## src/rtl/txr_pkg.sv

```systemverilog
package txr_pkg;
  localparam int OwnBit    = 31;
  localparam int BufErrBit = 30;
  localparam int StartBit  = 25;
  localparam int EndBit    = 24;

  typedef enum logic [1:0] {AddrPos, AddrCur0, AddrCur1, AddrBuf} addrSel_e;

  typedef struct packed {
    logic     latchW0;
    logic     latchW1;
    logic     markCur;
    logic     advPos;
    logic     clearPos;
    logic     loadBuf;
    logic     stepBuf;
    logic     wrSel;     // 0: release word 0, 1: error word 1
    addrSel_e addrSel;
  } ctrlStrb_t;
endpackage

```

## src/rtl/txr_datapath.sv

```systemverilog
module txr_datapath
  import txr_pkg::*;
#(
  parameter int MAX_LOG2 = 7,
  parameter int LEN_W    = 3
) (
  input  logic             clk,
  input  logic             rstN,
  input  ctrlStrb_t        strb,
  input  logic [20:0]      ringBaseHi,
  input  logic [LEN_W-1:0] ringLenLog2,
  input  logic             crcOff,
  input  logic [31:0]      dmaRdata,
  input  logic [31:0]      crcResult,
  output logic [29:0]      dmaAddr,
  output logic [31:0]      dmaWdata,
  output logic [31:0]      txData,
  output logic             curEnp,
  output logic             lastBeat,
  output logic             crcBeat
);
  localparam int CNT_W = 13;
  localparam int PAD_W = 29 - MAX_LOG2;

  logic [MAX_LOG2-1:0] pos, curPos, lenMask, posNext;
  logic [31:0]         w0, w1;
  logic [23:0]         bufAddr;
  logic [CNT_W-1:0]    count, step, loadCount;
  logic [11:0]         lenField;
  logic [29:0]         baseWord, posWord, curWord;
  logic                addCrc;

  always_comb begin
    for (int i = 0; i < MAX_LOG2; i++) lenMask[i] = (LEN_W'(i) < ringLenLog2);
  end

  assign posNext  = (pos + 1'b1) & lenMask;
  assign baseWord = {8'hFF, ringBaseHi, 1'b0};
  assign posWord  = baseWord + {{PAD_W{1'b0}}, pos, 1'b0};
  assign curWord  = baseWord + {{PAD_W{1'b0}}, curPos, 1'b0};

  assign curEnp   = w0[EndBit];
  assign addCrc   = !crcOff && w0[EndBit];
  assign lastBeat = (count <= CNT_W'(4));
  assign crcBeat  = addCrc && lastBeat;
  assign step     = (count >= CNT_W'(4)) ? CNT_W'(4) : count;

  assign lenField  = ~w1[11:0] + 12'd1;
  assign loadCount = ((lenField == 12'd0) ? CNT_W'(4096) : {1'b0, lenField})
                   + (addCrc ? CNT_W'(4) : CNT_W'(0));

  always_comb begin
    unique case (strb.addrSel)
      AddrPos:  dmaAddr = posWord;
      AddrCur0: dmaAddr = curWord;
      AddrCur1: dmaAddr = curWord + 30'd1;
      default:  dmaAddr = {8'hFF, bufAddr[23:2]};
    endcase
  end

  assign dmaWdata = strb.wrSel ? (w1 | (32'd1 << BufErrBit)) : (w0 & ~(32'd1 << OwnBit));
  assign txData   = crcBeat ? crcResult : dmaRdata;

  always_ff @(posedge clk or negedge rstN) begin
    if (!rstN) begin
      pos     <= '0;
      curPos  <= '0;
      w0      <= '0;
      w1      <= '0;
      bufAddr <= '0;
      count   <= '0;
    end else begin
      if (strb.clearPos)    pos <= '0;
      else if (strb.advPos) pos <= posNext;
      if (strb.markCur) curPos <= pos;
      if (strb.latchW0) w0 <= dmaRdata;
      if (strb.latchW1) w1 <= dmaRdata;
      if (strb.loadBuf) begin
        bufAddr <= w0[23:0];
        count   <= loadCount;
      end else if (strb.stepBuf) begin
        bufAddr <= bufAddr + 24'(step);
        count   <= count - step;
      end
    end
  end
endmodule

```

## src/rtl/txr_ctrl.sv

```systemverilog
module txr_ctrl
  import txr_pkg::*;
#(
  parameter int POLL_CYCLES = 200000
) (
  input  logic      clk,
  input  logic      rstN,
  input  logic      start,
  input  logic      crcOff,
  input  logic      dmaReady,
  input  logic      rdOwn,
  input  logic      rdStart,
  input  logic      curEnp,
  input  logic      lastBeat,
  input  logic      crcBeat,
  output ctrlStrb_t strb,
  output logic      dmaReq,
  output logic      dmaWrite,
  output logic      txValid,
  output logic      txDone,
  output logic      txOn,
  output logic      crcClear,
  output logic      crcAppend
);
  localparam int CNT_W = $clog2(POLL_CYCLES + 1);

  typedef enum logic [3:0] {
    S_OFF, S_WAIT, S_POLL, S_W1, S_AHEAD, S_ERRW, S_PREP, S_BEAT, S_OWNW, S_CHAIN
  } state_e;

  state_e           state, stateNext;
  logic [CNT_W-1:0] waitCnt;
  logic             txOnNext;

  always_comb begin
    stateNext    = state;
    txOnNext     = txOn;
    strb         = '0;
    strb.addrSel = AddrPos;
    dmaReq       = 1'b0;
    dmaWrite     = 1'b0;
    txValid      = 1'b0;
    txDone       = 1'b0;
    crcClear     = 1'b0;
    crcAppend    = 1'b0;
    unique case (state)
      S_OFF: if (start) begin
        strb.clearPos = 1'b1;
        txOnNext      = 1'b1;
        stateNext     = S_POLL;
      end
      S_WAIT: if (waitCnt == '0) stateNext = S_POLL;
      S_POLL: begin
        dmaReq = 1'b1;
        if (dmaReady) begin
          strb.latchW0 = 1'b1;
          strb.markCur = 1'b1;
          if (!rdOwn) stateNext = S_WAIT;
          else if (!rdStart) begin
            strb.advPos = 1'b1;
            stateNext   = S_WAIT;
          end else begin
            crcClear  = 1'b1;
            stateNext = S_W1;
          end
        end
      end
      S_W1: begin
        dmaReq       = 1'b1;
        strb.addrSel = AddrCur1;
        if (dmaReady) begin
          strb.latchW1 = 1'b1;
          strb.advPos  = 1'b1;
          stateNext    = curEnp ? S_PREP : S_AHEAD;
        end
      end
      S_AHEAD: begin
        dmaReq = 1'b1;
        if (dmaReady) stateNext = rdOwn ? S_PREP : S_ERRW;
      end
      S_ERRW: begin
        dmaReq       = 1'b1;
        dmaWrite     = 1'b1;
        strb.wrSel   = 1'b1;
        strb.addrSel = AddrCur1;
        if (dmaReady) begin
          txOnNext  = 1'b0;
          stateNext = S_OFF;
        end
      end
      S_PREP: begin
        strb.loadBuf = 1'b1;
        stateNext    = S_BEAT;
      end
      S_BEAT: begin
        strb.addrSel = AddrBuf;
        if (crcBeat) begin
          txValid      = 1'b1;
          strb.stepBuf = 1'b1;
          stateNext    = S_OWNW;
        end else begin
          dmaReq = 1'b1;
          if (dmaReady) begin
            txValid      = 1'b1;
            crcAppend    = !crcOff;
            strb.stepBuf = 1'b1;
            if (lastBeat) stateNext = S_OWNW;
          end
        end
      end
      S_OWNW: begin
        dmaReq       = 1'b1;
        dmaWrite     = 1'b1;
        strb.addrSel = AddrCur0;
        if (dmaReady) begin
          txDone    = curEnp;
          stateNext = curEnp ? S_WAIT : S_CHAIN;
        end
      end
      S_CHAIN: begin
        dmaReq = 1'b1;
        if (dmaReady) begin
          strb.latchW0 = 1'b1;
          strb.markCur = 1'b1;
          stateNext    = rdOwn ? S_W1 : S_WAIT;
        end
      end
      default: stateNext = S_OFF;
    endcase
  end

  always_ff @(posedge clk or negedge rstN) begin
    if (!rstN) begin
      state   <= S_OFF;
      txOn    <= 1'b0;
      waitCnt <= '0;
    end else begin
      state <= stateNext;
      txOn  <= txOnNext;
      if (state == S_WAIT) waitCnt <= waitCnt - 1'b1;
      else                 waitCnt <= CNT_W'(POLL_CYCLES - 1);
    end
  end
endmodule

```

## src/rtl/tx_ring_walker.sv

```systemverilog
module tx_ring_walker
  import txr_pkg::*;
#(
  parameter int POLL_CYCLES = 200000,
  parameter int MAX_LOG2    = 7,
  localparam int LEN_W      = $clog2(MAX_LOG2 + 1)
) (
  input  logic             clk,
  input  logic             rstN,
  input  logic             start,
  input  logic [20:0]      ringBaseHi,
  input  logic [LEN_W-1:0] ringLenLog2,
  input  logic             crcOff,
  output logic             dmaReq,
  output logic             dmaWrite,
  output logic [29:0]      dmaAddr,
  output logic [31:0]      dmaWdata,
  input  logic             dmaReady,
  input  logic [31:0]      dmaRdata,
  output logic             txValid,
  output logic [31:0]      txData,
  output logic             crcClear,
  output logic             crcAppend,
  input  logic [31:0]      crcResult,
  output logic             txDone,
  output logic             txOn
);
  ctrlStrb_t strb;
  logic      curEnp, lastBeat, crcBeat;

  txr_ctrl #(.POLL_CYCLES(POLL_CYCLES)) i_ctrl (
    .clk(clk), .rstN(rstN), .start(start), .crcOff(crcOff), .dmaReady(dmaReady),
    .rdOwn(dmaRdata[OwnBit]), .rdStart(dmaRdata[StartBit]),
    .curEnp(curEnp), .lastBeat(lastBeat), .crcBeat(crcBeat), .strb(strb),
    .dmaReq(dmaReq), .dmaWrite(dmaWrite), .txValid(txValid), .txDone(txDone),
    .txOn(txOn), .crcClear(crcClear), .crcAppend(crcAppend)
  );

  txr_datapath #(.MAX_LOG2(MAX_LOG2), .LEN_W(LEN_W)) i_dp (
    .clk(clk), .rstN(rstN), .strb(strb), .ringBaseHi(ringBaseHi),
    .ringLenLog2(ringLenLog2), .crcOff(crcOff), .dmaRdata(dmaRdata),
    .crcResult(crcResult), .dmaAddr(dmaAddr), .dmaWdata(dmaWdata),
    .txData(txData), .curEnp(curEnp), .lastBeat(lastBeat), .crcBeat(crcBeat)
  );
endmodule

```

## config.mk

```make
export PLATFORM = sky130hd
export DESIGN_NAME = tx_ring_walker
export DESIGN_NICKNAME = d
export VERILOG_FILES = /design/src/rtl/txr_pkg.sv /design/src/rtl/txr_datapath.sv /design/src/rtl/txr_ctrl.sv /design/src/rtl/tx_ring_walker.sv
export SDC_FILE = /design/constraint.sdc
export NUM_CORES = 1
export LEC_CHECK = 0
export BUFFER_PORTS_ARGS = -buffer_cell sky130_fd_sc_hd__buf_2
export CORE_ASPECT_RATIO = 1.4
export CORE_UTILIZATION = 50
export DETAILED_ROUTE_END_ITERATION = 8
export PLACE_DENSITY = 0.75
export SLEW_MARGIN = 20
export SYNTH_ARGS = -nofsm -noshare
export SYNTH_HDL_FRONTEND = slang
export SYNTH_SLANG_ARGS = --single-unit
```

## constraint.sdc

```tcl
create_clock -name clk -period 4 [get_ports clk]
set_clock_uncertainty 0.15 [all_clocks]
set_input_delay 0.2 -clock clk [delete_from_list [all_inputs] [get_ports clk]]
set_output_delay 0.2 -clock clk [all_outputs]
set_load 0.02 [all_outputs]
```

==> run_results.csv, run 1 <==
group,metric,value,unit
sta,post-route-period-util,0.946,
sta,final.min_clock_period,3790,ps
clocking,post-cts-setup-buffers,0,
floorplanning,start_util,0.511,
synthesis,synth-seq-area-share,0.357,
layout,nFillCells,1557,
clocking,root_buffer,"clkbuf_16",
critical_path,critPathLaunchType,"register",
synthesis,synth_cell_type_count,80,
critical_path,critical_path_class,"register to register",
layout,diodes,0,
critical_path,rr_worst_depth,13,
placement,gp_routability_congestion,0.875,
clocking,clkTransAtPathRegs,60,ps
synthesis,ys_ff_latch,136,
sta,maxSlewViolCount,0,
placement,port_buffers,193,
global_route,grt_pass1_vias,8718,
global_route,grt_pass1_wl,42.8,mm
hold_path,holdPathStages,3,
critical_path,cp.arrival,3960,ps
drt,drt_iter0_drc,574,
sta,max_freq,264,MHz
sta,relSlewSlack,0.343,
sta,finalHoldViolations,0,
clocking,cts_max_path_buffers,2,
floorplanning,num_rows,59,
global_route,overflow,0,
sta,tightest_slew,981,ps
sta,grt_setup_unrepaired,"no",
pwr,peakVddDrop,416,uV
critical_path,r2r-end,"i_dp.bufAddr[18]",
layout,seqCellArea,0.00340,mm2
floorplanning,fp.dieH,165,um
synthesis,synth-main-ff-cell,"dfrtp_1",
run_status,status,"completed",
layout,multi_input_area,0.00583,mm2
run,drv_cap,0,
clocking,cts_buffers,17,
layout,drive_above_1_share,0.287,
clocking,htreeDepth,4,
pwr,power_density,707,mW/mm2
critical_path,rrSetupSlack,210,ps
synthesis,async_flop_share,1.00,
drt,vias_per_cell,5.86,
placement,place_inst,1462,
critical_path,cp.required,4180,ps
synthesis,netlist_area,0.00954,mm2
drt,ant_nets,0,
synthesis,avgSynthCellArea,9.03,um2
pwr,power.static_leakage,5.20,nW
layout,final_core_util,0.624,
sta,setup_violations,0,
global_route,antenna_found_initial,0,
drt,drc,0,
hold_path,hp-class,"input port to register",
hold_path,hold_start,"ringLenLog2[2]",
layout,num-nets-final,1401,
clocking,clk_latency,410,ps
global_route,grt_max_degree,85,
global_route,track_usage,0.274,
floorplanning,dieArea,0.0197,mm2
layout,fin_cells,1528,
drt,drt-total-wl,26.2,mm
critical_path,critPathCaptureType,"register",
critical_path,path_max_fanout,9,
critical_path,r2r-start,"i_dp.count[3]",
synthesis,synth_edf_count,0,
floorplanning,pin_count,194,
clocking,tritoncts,"built",
sta,setup_tns,0,ps
hold_path,worstHoldEndpoint,"i_dp.pos[1]",
floorplanning,coreArea,0.0187,mm2
drt,drt_pass1_iterations,5,
drt,wl_per_cell,17.1,um
clocking,cts.sinks,136,
floorplanning,die_w,119,um
drt,vias,8958,
synthesis,ys.warnings.count,0,
layout,area_delta_synth_final,22.1,%
synthesis,synthCells,1057,
placement,dpl.hpwl,18.9,mm
==> logic make-up (layout without fill, tap and decap cells) <==
logic type,count (synthesis),after routing,share of synthesized area
buffers and inverters,83,301,0.0378
AO/OA/AOI/OAI,231,231,0.168
adder cells (fa/ha/maj),36,36,0.0496
other,2,11,0.000787
XOR/XNOR,59,59,0.0542
AND/OR/NAND/NOR,404,404,0.209
multiplexers,106,106,0.124
flip-flops,136,136,0.357
==> worst max-delay path, stage by stage, from the launching register on <==
cell and delay (ps):
dfrtp_1 410, or3_1 430, and4bb_2 320, nor2b_1 170
and2_1 150, ha_1 170, inv_1 60, fa_1 390
nor2b_1 220, o31a_1 200, o32ai_1 130, o221a_2 330
or4_1 470, o211ai_1 100
==> layout make-up <==
class / instances / area share
multi-input cells: 847 / 0.500
well taps: 244 / 0.0262
clock inverters: 11 / 0.0107
flip-flops and latches: 136 / 0.292
clock buffers: 20 / 0.0383
inverters: 24 / 0.00773
repair buffers: 246 / 0.125
==> metrics by stage <==
| stage | setup slack [ps] | hold slack (ps) | total power [mW] | area (um2) |
|---|---|---|---|---|
| floorplan | 299 | -246 | 5.42 | 9580 |
| global placement | 375 | 159 | 6.52 | 10700 |
| detailed placement | 258 | 160 | 6.63 | 10700 |
| CTS | 236 | 11.6 | 8.23 | 11700 |
| global route | 24.3 | 47.2 | 8.77 | 11700 |
| finish | 215 | 13.3 | 8.24 | 11700 |
==> cell usage after synthesis (11+ instances only) <==
cell	count	area share
ha_1	33	0.043
nand3_1	27	0.014
inv_1	24	0.0094
nor2_1	52	0.020
or3_1	17	0.011
a211oi_1	11	0.0087
nand2_1	175	0.069
nor3_1	26	0.014
and3_1	18	0.012
nand2b_1	11	0.0072
dfrtp_1	136	0.36
xnor2_1	33	0.030
xor2_1	26	0.024
clkbuf_1	35	0.014
o21ai_0	55	0.029
a22oi_1	16	0.013
mux2_2	97	0.11
nor4_1	11	0.0072
a21o_1	11	0.0087
a21oi_1	40	0.021
==> layout by cell type (no fill, tap or decap), drive strengths merged, types with 9 or more instances in the layout <==
cell and count:
a21oi 40, inv 25, xor2 26, nor4 11, nor2 52, o211ai 9
or4 11, buf 211, nor2b 9, o21bai 9, clkbuf 20, nand3 27
nand2 176, or3 17, dlygate4sd3 35, nor3 26, a211oi 11, dfrtp 136
mux2 97, a22oi 16, ha 33, a21o 11, nand2b 11, and3 18
xnor2 33, conb 11, mux2i 9, o21ai 59
==> what timing repair did <==
item / in CTS / in global routing
hold endpoints to repair: 146 / 0
setup endpoints to repair: 0 / 2
gates resized for setup: 0 / 2
hold buffers: 35 / 0
==> registers in the layout (all words and copies together) (netlist names), 4 cells and up <==
| name | flops |
|---|---|
| i_dp.count | 13 |
| i_ctrl.waitCnt | 18 |
| i_dp.pos | 7 |
| i_ctrl.state | 4 |
| i_dp.w0 | 31 |
| i_dp.w1 | 31 |
| i_dp.bufAddr | 24 |
| i_dp.curPos | 7 |
==> routing by layer <==
layer  vias up  global-route usage  share of wire
met5         -                   0              0
met4         0              0.0978          0.021
met3        39              0.0409          0.052
met2       323               0.496           0.52
met1      4332               0.329           0.41
li1       4264                   -              -
==> power breakdown <==
| part | internal [mW] | total (mW) | switching [mW] |
|---|---|---|---|
| Clock | 0.932 | 1.53 | 0.601 |
| Combinational | 1.81 | 4.06 | 2.25 |
| Sequential | 1.94 | 2.65 | 0.711 |
==> worst max-delay path by stage <==
stage	startpoint	slack, ps	depth (start not counted)	to
2_1_floorplan	i_dp.count[3]	300	13	i_dp.bufAddr[18]
3_3_place_gp	i_dp.count[3]	380	13	i_dp.bufAddr[18]
3_5_place_dp	i_dp.count[3]	260	13	i_dp.bufAddr[18]
4_1_cts	i_dp.count[3]	240	13	i_dp.bufAddr[18]
5_1_grt	i_dp.count[3]	20	13	i_dp.bufAddr[18]
6_report	i_dp.count[3]	210	13	i_dp.bufAddr[18]
Power figures use the tool's default switching activity.
==> run 2: changes to the inputs <==
==> constraint.sdc (replaced) <==
create_clock -name clk -period 4 [get_ports clk]
set_clock_uncertainty 0.15 [all_clocks]
set_input_delay 1.2 -clock clk [delete_from_list [all_inputs] [get_ports clk]]
set_output_delay 1.2 -clock clk [all_outputs]
set_load 0.02 [all_outputs]
==> run 2 against run 1 <==
The run now ends with setup timing left. Wire length rose by 9.9%. Critical path depth decreased by 3. Flip-flop and latch count did not move. Die area unchanged. Global-route usage up 1.4 points. Sequential share of layout area down 2.1 points. Non-clock buffer count increased by 36. Largest power group unchanged.
==> run_results.csv, run 2 (synthesized netlist as in run 1, its figures left out) <==
group,metric,value,unit
run_status,status,"finished, violations left",
run_status,violations,"setup timing",
critical_path,rr_worst_depth,13,
critical_path,crit_buf_inv,2,
critical_path,cp.arrival,3190,ps
clocking,hold_buffers,0,
sta,max_freq,220,MHz
floorplanning,fp.dieH,165,um
drt,drc,0,
sta,hold_ws,334,ps
critical_path,critPathLaunchType,"input port",
sta,final.setup.worst_slack,-538,ps
clocking,htreeDepth,4,
drt,vias,9304,
layout,final_common_cell,"nand2_1",
critical_path,cpLargestDelayFamily,"compound AO/OA/AOI/OAI gates",
clocking,clk_latency,420,ps
clocking,cts_max_path_buffers,2,
placement,place_ws,-633,ps
layout,area_delta_synth_final,31.8,%
sta,final.min_clock_period,4540,ps
placement,port_buffers,193,
clocking,cts.sinks,136,
clocking,cts_buffers,17,
layout,num-nets-final,1437,
drt,ant_nets,0,
global_route,overflow,0,
clocking,tritoncts,"built",
critical_path,critical_path_class,"input port to primary output",
floorplanning,coreArea,0.0187,mm2
placement,place_inst,1521,
sta,setup_violations,26,
drt,vias_per_cell,5.95,
critical_path,max_stage_delay,370,ps
floorplanning,dieArea,0.0197,mm2
drt,wl_per_cell,18.4,um
global_route,grt_pass1_vias,8705,
global_route,grt_pass1_wl,44.2,mm
floorplanning,num_rows,59,
clocking,root_buffer,"clkbuf_16",
floorplanning,pin_count,194,
sta,setup_tns,-10310,ps
global_route,grt_max_degree,82,
floorplanning,start_util,0.511,
pwr,power_density,721,mW/mm2
placement,dpl.hpwl,20.6,mm
sta,finalHoldViolations,0,
critical_path,path_depth,10,
sta,grt_setup_unrepaired,"yes",
layout,top_regs,"i_dp.w0 (31), i_dp.w1 (31), i_dp.bufAddr (24)",
layout,drive_above_1_share,0.379,
hold_path,hp-class,"register to register",
sta,tightest_slew,947,ps
hold_path,holdPathStages,1,
layout,fin_cells,1564,
clocking,clkTransAtPathRegs,50,ps
critical_path,r2r-start,"i_dp.count[3]",
critical_path,path_max_fanout,3,
global_route,track_usage,0.287,
global_route,antenna_found_initial,0,
sta,relSlewSlack,0.366,
run,drv_cap,0,
critical_path,rrSetupSlack,220,ps
drt,drt_pass1_iterations,6,
drt,drt-total-wl,28.8,mm
critical_path,crit_chain,"buf_8, ha_4, fa_2, a211oi_4, o21ai_2, a21oi_4, o2bb2ai_4, a31o_4, a22o_4, buf_6",
pwr,total_power,9.06,mW
critical_path,cp.required,2650,ps
layout,final_cell_mix,"175 x nand2_1, 169 x buf_2, 136 x dfrtp_1",
layout,diodes,0,
floorplanning,die_w,119,um
hold_path,worstHoldEndpoint,"i_ctrl.waitCnt[0]",
hold_path,hold_start,"i_ctrl.waitCnt[0]",
sta,maxSlewViolCount,0,
drt,drt_iter0_drc,617,
critical_path,critPathCaptureType,"primary output",
placement,gp_routability_congestion,0.948,
sta,post-route-period-util,1.13,
pwr,peakVddDrop,458,uV
critical_path,cp_slowest_cell,"fa_2",
pwr,power.static_leakage,5.56,nW
critical_path,r2r-end,"i_dp.bufAddr[18]",
==> run 2: layout make-up <==
| cell class | count | area [um2] |
|---|---|---|
| clock buffer | 19 | 443 |
| clock inverter | 12 | 175 |
| fill | 1449 | 6100 |
| inverter | 24 | 90.1 |
| multi-input combinational | 847 | 6330 |
| sequential | 136 | 3400 |
| tap | 244 | 305 |
| timing repair buffer | 282 | 1830 |
==> run 2: worst max-delay path by stage <==
stage	from	to
final	ringBaseHi[0]	dmaAddr[11]
after global routing	ringBaseHi[0]	dmaAddr[21]
after CTS	ringBaseHi[0]	dmaAddr[11]
after detailed placement	ringBaseHi[1]	dmaAddr[12]
after global placement	ringBaseHi[0]	dmaAddr[11]
after floorplan	ringBaseHi[0]	dmaAddr[11]
==> run 2: report_power, final <==
| group | leakage [nW] | switching (mW) | internal, mW |
|---|---|---|---|
| Combinational | 3.63 | 2.59 | 2.20 |
| Clock | 0.295 | 0.618 | 1.06 |
| Sequential | 1.64 | 0.658 | 1.94 |
| Total | 5.56 | 3.87 | 5.19 |
==> run 2: metal layers <==
layer | up-vias | share of wire | track usage
met5 | - | 0 | 0
met1 | 4510 | 0.40 | 0.334
li1 | 4339 | - | -
met2 | 396 | 0.52 | 0.532
met3 | 59 | 0.055 | 0.0512
met4 | 0 | 0.024 | 0.0961
==> run 2: through the flow <==
stage	cell area (um2)	utilization
finish	12600	0.674
global route	12600	0.674
CTS	12400	0.662
detailed placement	11400	0.610
global placement	11400	0.610
floorplan	9740	-
==> run 2: timing repair <==
action                                  in CTS  in global routing
pin swaps                                   33                 20
setup buffers                                5                  8
endpoints found under the setup margin      29                 29
gates resized for setup                     72                 33
